<file path="config.mk">
export PLATFORM = sky130hd
export DESIGN_NAME = dbrg_evt_irq_reg
export DESIGN_NICKNAME = d
export VERILOG_FILES = /design/src/rtl/dbrg_pkg.sv /design/src/rtl/dbrg_evt_cell.sv /design/src/rtl/dbrg_irq_merge.sv /design/src/rtl/dbrg_evt_irq_reg.sv
export SDC_FILE = /design/constraint.sdc
export NUM_CORES = 1
export LEC_CHECK = 0
export BUFFER_PORTS_ARGS = -buffer_cell sky130_fd_sc_hd__buf_2
export CORE_ASPECT_RATIO = 0.7
export CORE_MARGIN = 5
export CORE_UTILIZATION = 40
export CTS_CLUSTER_DIAMETER = 100
export CTS_CLUSTER_SIZE = 14
export DETAILED_ROUTE_END_ITERATION = 16
export GPL_ROUTABILITY_DRIVEN = 1
export PLACE_DENSITY_LB_ADDON = 0.25
export SLEW_MARGIN = 20
export SYNTH_ARGS = -nofsm -noshare
export SYNTH_HDL_FRONTEND = slang
export SYNTH_SLANG_ARGS = --single-unit
</file>
<file path="constraint.sdc">
create_clock -name clk -period 1.14 [get_ports clk]
set_clock_uncertainty 0.2 [all_clocks]
set_input_delay 0.057 -clock clk [delete_from_list [all_inputs] [get_ports clk]]
set_output_delay 0.057 -clock clk [all_outputs]
set_load 0.02 [all_outputs]
</file>
<file path="src/rtl/dbrg_pkg.sv">
package dbrg_pkg;
  localparam int NUM_EVT  = 10;
  localparam int NUM_IRQ  = 3;
  localparam int REG_W    = 32;
  localparam int USB_EVTS = 2;

  localparam int GRP_ERR  = 0;
  localparam int GRP_DONE = 1;
  localparam int GRP_HALF = 2;

  // status bit position of event n
  function automatic int sts_pos(input int n);
    return (n < USB_EVTS) ? n : n + 14;
  endfunction

  // enable bit position of event n
  function automatic int ena_pos(input int n);
    return (n < USB_EVTS) ? n + 8 : n + 22;
  endfunction

  // interrupt line that event n feeds
  function automatic int evt_group(input int n);
    if (n == 1)              return GRP_ERR;
    else if ((n % 2) == 0)   return GRP_DONE;
    else                     return GRP_HALF;
  endfunction
endpackage

</file>
<file path="src/rtl/dbrg_evt_cell.sv">
module dbrg_evt_cell (
  input  logic clk,
  input  logic rst_n,
  input  logic wr_i,
  input  logic sts_wbit_i,
  input  logic ena_wbit_i,
  input  logic evt_i,
  output logic sts_o,
  output logic ena_o
);
  logic sts_q, ena_q;
  logic clr_req;

  assign clr_req = wr_i && !sts_wbit_i;

  always_ff @(posedge clk) begin
    if (!rst_n) begin
      sts_q <= 1'b0;
      ena_q <= 1'b0;
    end else begin
      if (evt_i)        sts_q <= 1'b1;
      else if (clr_req) sts_q <= 1'b0;
      if (wr_i)         ena_q <= ena_wbit_i;
    end
  end

  assign sts_o = sts_q;
  assign ena_o = ena_q;

  // an event always leaves the bit set
  a_r6_event_wins: assert property (@(posedge clk) disable iff (!rst_n)
    evt_i |=> sts_q);
  // status only falls after a clearing write
  a_r4_fall_needs_clear: assert property (@(posedge clk) disable iff (!rst_n)
    $fell(sts_q) |-> $past(wr_i && !sts_wbit_i));
  // status never rises without an event
  a_r4_no_spurious_set: assert property (@(posedge clk) disable iff (!rst_n)
    $rose(sts_q) |-> $past(evt_i));
  // enable follows written value
  a_r3_enable_load: assert property (@(posedge clk) disable iff (!rst_n)
    wr_i |=> (ena_q == $past(ena_wbit_i)));
  a_r3_enable_hold: assert property (@(posedge clk) disable iff (!rst_n)
    !wr_i |=> $stable(ena_q));
endmodule

</file>
<file path="src/rtl/dbrg_irq_merge.sv">
module dbrg_irq_merge
  import dbrg_pkg::*;
#(
  parameter int N_EVT = NUM_EVT,
  parameter int N_IRQ = NUM_IRQ
) (
  input  logic             clk,
  input  logic             rst_n,
  input  logic [N_EVT-1:0] sts_i,
  input  logic [N_EVT-1:0] ena_i,
  output logic [N_IRQ-1:0] irq_o
);
  logic [N_EVT-1:0] pend;
  logic [N_IRQ-1:0] grp_any;
  logic [N_IRQ-1:0] irq_q;

  assign pend = sts_i & ena_i;

  always_comb begin
    grp_any = '0;
    for (int n = 0; n < N_EVT; n++) begin
      if (pend[n]) grp_any[evt_group(n)] = 1'b1;
    end
  end

  always_ff @(posedge clk) begin
    if (!rst_n) irq_q <= '0;
    else        irq_q <= grp_any;
  end

  assign irq_o = irq_q;

  // each line lags its group by exactly one cycle
  a_r10_irq_lag: assert property (@(posedge clk) disable iff (!rst_n)
    irq_q == $past(grp_any));
  // a line cannot be high without some enabled pending event last cycle
  a_r10_irq_has_source: assert property (@(posedge clk) disable iff (!rst_n)
    (|irq_q) |-> $past(|pend));
endmodule

</file>
<file path="src/rtl/dbrg_evt_irq_reg.sv">
module dbrg_evt_irq_reg
  import dbrg_pkg::*;
(
  input  logic               clk,
  input  logic               rst_n,
  input  logic               reg_wr,
  input  logic [REG_W-1:0]   reg_wdata,
  output logic [REG_W-1:0]   reg_rdata,
  input  logic [NUM_EVT-1:0] evt_pulse,
  output logic [NUM_IRQ-1:0] irq
);
  logic [NUM_EVT-1:0] sts_vec;
  logic [NUM_EVT-1:0] ena_vec;
  logic [REG_W-1:0]   used_mask;
  logic               unused_wbits;

  for (genvar g = 0; g < NUM_EVT; g++) begin : g_evt
    dbrg_evt_cell cell_i (
      .clk        (clk),
      .rst_n      (rst_n),
      .wr_i       (reg_wr),
      .sts_wbit_i (reg_wdata[sts_pos(g)]),
      .ena_wbit_i (reg_wdata[ena_pos(g)]),
      .evt_i      (evt_pulse[g]),
      .sts_o      (sts_vec[g]),
      .ena_o      (ena_vec[g])
    );
  end

  always_comb begin
    reg_rdata = '0;
    used_mask = '0;
    for (int n = 0; n < NUM_EVT; n++) begin
      reg_rdata[sts_pos(n)] = sts_vec[n];
      reg_rdata[ena_pos(n)] = ena_vec[n];
      used_mask[sts_pos(n)] = 1'b1;
      used_mask[ena_pos(n)] = 1'b1;
    end
  end

  assign unused_wbits = ^(reg_wdata & ~used_mask);

  dbrg_irq_merge #(.N_EVT(NUM_EVT), .N_IRQ(NUM_IRQ)) merge_i (
    .clk   (clk),
    .rst_n (rst_n),
    .sts_i (sts_vec),
    .ena_i (ena_vec),
    .irq_o (irq)
  );

  // reserved bits stay zero
  a_r11_reserved_zero: assert property (@(posedge clk) disable iff (!rst_n)
    (reg_rdata[15:10] == '0) && (reg_rdata[7:2] == '0));
  // error line sourced only by the USB address error
  a_r7_err_source: assert property (@(posedge clk) disable iff (!rst_n)
    irq[GRP_ERR] |-> $past(sts_vec[1] && ena_vec[1]));
  // half line needs an odd audio event
  a_r9_half_source: assert property (@(posedge clk) disable iff (!rst_n)
    irq[GRP_HALF] |-> $past(|(sts_vec & ena_vec & 10'b10_1010_1000)));
  // completion line needs an even event
  a_r8_done_source: assert property (@(posedge clk) disable iff (!rst_n)
    irq[GRP_DONE] |-> $past(|(sts_vec & ena_vec & 10'b01_0101_0101)));
endmodule

</file>
==> results.py <==
metrics = {
    "yosys": {
        "synth_cell_type_count": 14,
        "post_synth_fa_ha_maj_area_fraction_pct": 0,
        "synth.yosys.seq_area_share_pct": 40.57,
        "synthSimpleGateAreaFrac_pct": 17.09,
        "syn_area_um2": 1135,
        "synth_cells": 117,
        "synth.avg_cell_area_um2": 9.699,
        "synthesis.yosys.warnings": 0,
        "synth-compound-area-share_pct": 8.600,
        "synth_top_family_by_area": "buffers and inverters",
        "synth-seq-cells": 23,
        "synth_xor_xnor_area_share_pct": 0,
        "multiplexer_share_of_the_synthesized_area_pct": 8.820,
    },
    "grt": {
        "antenna_found_initial": 0,
        "globalRoute.totalOverflow": 0,
        "grt_max_degree": 24,
        "first_pass_grt_wire_length_um": 3801,
        "grt.total_usage_pct": 12.36,
        "grt_pass1_vias": 930,
    },
    "placed_design": {
        "worst_slack_placed_ns": 0.03791,
        "place_congestion": 0.7744,
        "dp_hpwl_um": 1700,
        "post_dp_cell_area_um2": 1237,
        "port-buffer-count": 55,
    },
    "clock_tree": {
        "cts.sinks": 23,
        "tritoncts.num_buffers": 3,
        "clock_latency_ns": 0.25,
        "clock_tree.buffer_depth": 2,
        "tritoncts": "yes",
        "cts.repair_timing.setup_buffer_count": 0,
        "htreeDepth": 1,
        "clk_transition_reported_paths_ns": 0.07,
        "cts-root-buf": "clkbuf_8",
    },
    "layout": {
        "layout.cells.most_common_list": "buf_2 (55), dlygate4sd3_1 (30), dfxtp_1 (22), nor2b_1 (20), conb_1 (12)",
        "flow.area_growth_from_synthesis_pct": 40.24,
        "most_common_cell_after_layout_fill_and_taps_aside": "buf_2",
        "drive_gt1_share_pct": 34.07,
        "n_antenna_cell": 0,
        "design.final.nets": 228,
        "fillCellCount": 250,
        "layout.cell_area.non_filler_um2": 1592,
    },
    "timing": {
        "setup_viol_count_final": 0,
        "period_minus_slack_ns": 1.103,
        "final_max_slew_viol_count": 0,
        "finalHoldViolations": 0,
        "fin_tns_setup_ns": 0,
        "rsz0062_at_grt": "true",
        "post-route-worst-setup-slack_ns": 0.03685,
        "achievable-frequency_mhz": 906.5,
        "layout_worst_path_cycle_share_pct": 96.77,
    },
    "hold_path": {
        "worstHoldPathType": "in2reg",
        "worstHoldStart": "rst_n",
    },
    "floorplanning": {
        "top_level_ports": 80,
        "die_w_um": 73.67,
        "die_h_um": 54.57,
        "placementRows": 16,
        "floorplan.core_area_um2": 2763,
        "start_util_pct": 41.08,
        "floorplan.die_area_um2": 4020,
    },
    "pwr": {
        "totalPowerFinal_mw": 1.772,
        "p_leak_nw": 0.7792,
        "pwr_per_cell_area_nw_per_um2": 1113,
        "power.ir.vdd_worst_v": 0.0006156,
    },
    "worst_setup_path": {
        "timing.critical_path.slowest_stage_cell": "dfxtp_2",
        "start_kind": "flop",
        "critical_path_peak_fanout": 3,
        "critical_path.endpoint_type": "flop",
        "series_of_cell_instances_along_the_critical_path": "a222oi_1 -> a21boi_0",
        "cpLargestDelayFamily": "compound AO/OA/AOI/OAI gates",
        "worst_path_buf_inv": 0,
        "worst_ep_required_time_ns": 1.07,
        "timing.critical_path.arrival_ns": 1.04,
        "critical_path.startpoint": "g_evt[4].cell_i.sts_o",
        "worst-setup-path-type": "reg2reg",
        "regToRegStartpoint": "g_evt[4].cell_i.sts_o",
        "max_stage_delay_ns": 0.34,
    },
    "routing": {
        "postRouteWirelength_um": 2494,
        "vias": 922,
        "viasPerCell": 4.229,
        "initialDrtViolationCount": 27,
        "ant_nets": 0,
        "drtPass1Iterations": 4,
        "drc": 0,
        "routedWlPerCell_um": 11.44,
    },
    "status": {
        "outcome": "complete, no violations",
    },
    "run": {
        "max_cap_viol_count": 0,
    },
}
## power breakdown
group | switching [mW] | leakage (nW) | internal [mW]
clock network | 0.229 | 0.0228 | 0.248
registers | 0.0360 | 0.191 | 0.856
logic | 0.199 | 0.565 | 0.204
total | 0.464 | 0.779 | 1.31
## stage by stage
stage / util, % / instances / hold WS [ns]
6_report: 57.61 / 218 / 0.01203
5_1_grt: 57.61 / 218 / 0.04163
3_3_place_gp: 44.79 / 184 / 0.08024
2_1_floorplan: - / 128 / -0.004484
4_1_cts: 57.29 / 218 / 0.01659
3_5_place_dp: 44.79 / 184 / 0.08994
## state kept, by name, summed over array words and instances, names as in the netlist
name and cells:
g_evt.cell_i.ena_o 10, merge_i.irq_o 3, g_evt.cell_i.sts_o 10
## Yosys cell counts
cell / instances / area share (%)
a21boi_0: 2 / 1.3
buf_12: 1 / 1.8
nor2b_1: 20 / 11
and3_1: 1 / 0.55
a22oi_1: 3 / 2.0
a222oi_1: 1 / 0.88
a21oi_1: 10 / 4.4
nand2b_1: 10 / 5.5
mux2i_1: 10 / 8.8
clkbuf_1: 2 / 0.66
buf_6: 1 / 0.99
buf_4: 32 / 21
dfxtp_1: 23 / 41
conb_1: 1 / 0.33
## timing repair
action | 4_1_cts | 5_1_grt
endpoints found under the hold margin | 20 | 0
setup endpoints to repair | 0 | 3
hold buffers | 30 | 0
resized for setup | 0 | 3
## worst reg2reg max path, stage by stage (launching register included)
cell,delay (ns)
dfxtp_2,0.34
a222oi_1,0.32
a21boi_0,0.13
## logic make-up after synthesis
family,count (synthesis)
muxes,10
AOI/OAI and AO/OA,16
other,1
and+or+nand+nor,31
buffers and inverters,36
DFF,23
## worst paths after layout
kind	end	slack [ns]	cells past startpoint
setup / recovery	merge_i.irq_o[1]	0.04	2
hold / removal	g_evt[4].cell_i.sts_o	0.01	2
hold reg to reg	merge_i.irq_o[0]	0.31	1
setup reg to reg	merge_i.irq_o[1]	0.04	2
## final cells by class
class | count | area, um2 | share of cell area [%]
flip-flops and latches | 23 | 461.7 | 29.01
multi-input cells | 69 | 444.2 | 27.91
clock buffers | 4 | 45.04 | 2.830
well taps | 36 | 45.04 | 2.830
repair buffers | 86 | 595.6 | 37.42
## layer usage
| layer | vias up | wire [um] | global-route usage (%) |
|---|---|---|---|
| met5 | - | 0 | 0 |
| met4 | 0 | 0 | 0.9036 |
| met3 | 0 | 223 | 4.954 |
| met2 | 39 | 1308 | 25.59 |
| met1 | 414 | 962 | 12.07 |
| li1 | 469 | - | - |
Note: power is estimated with default switching activity, not from simulation.
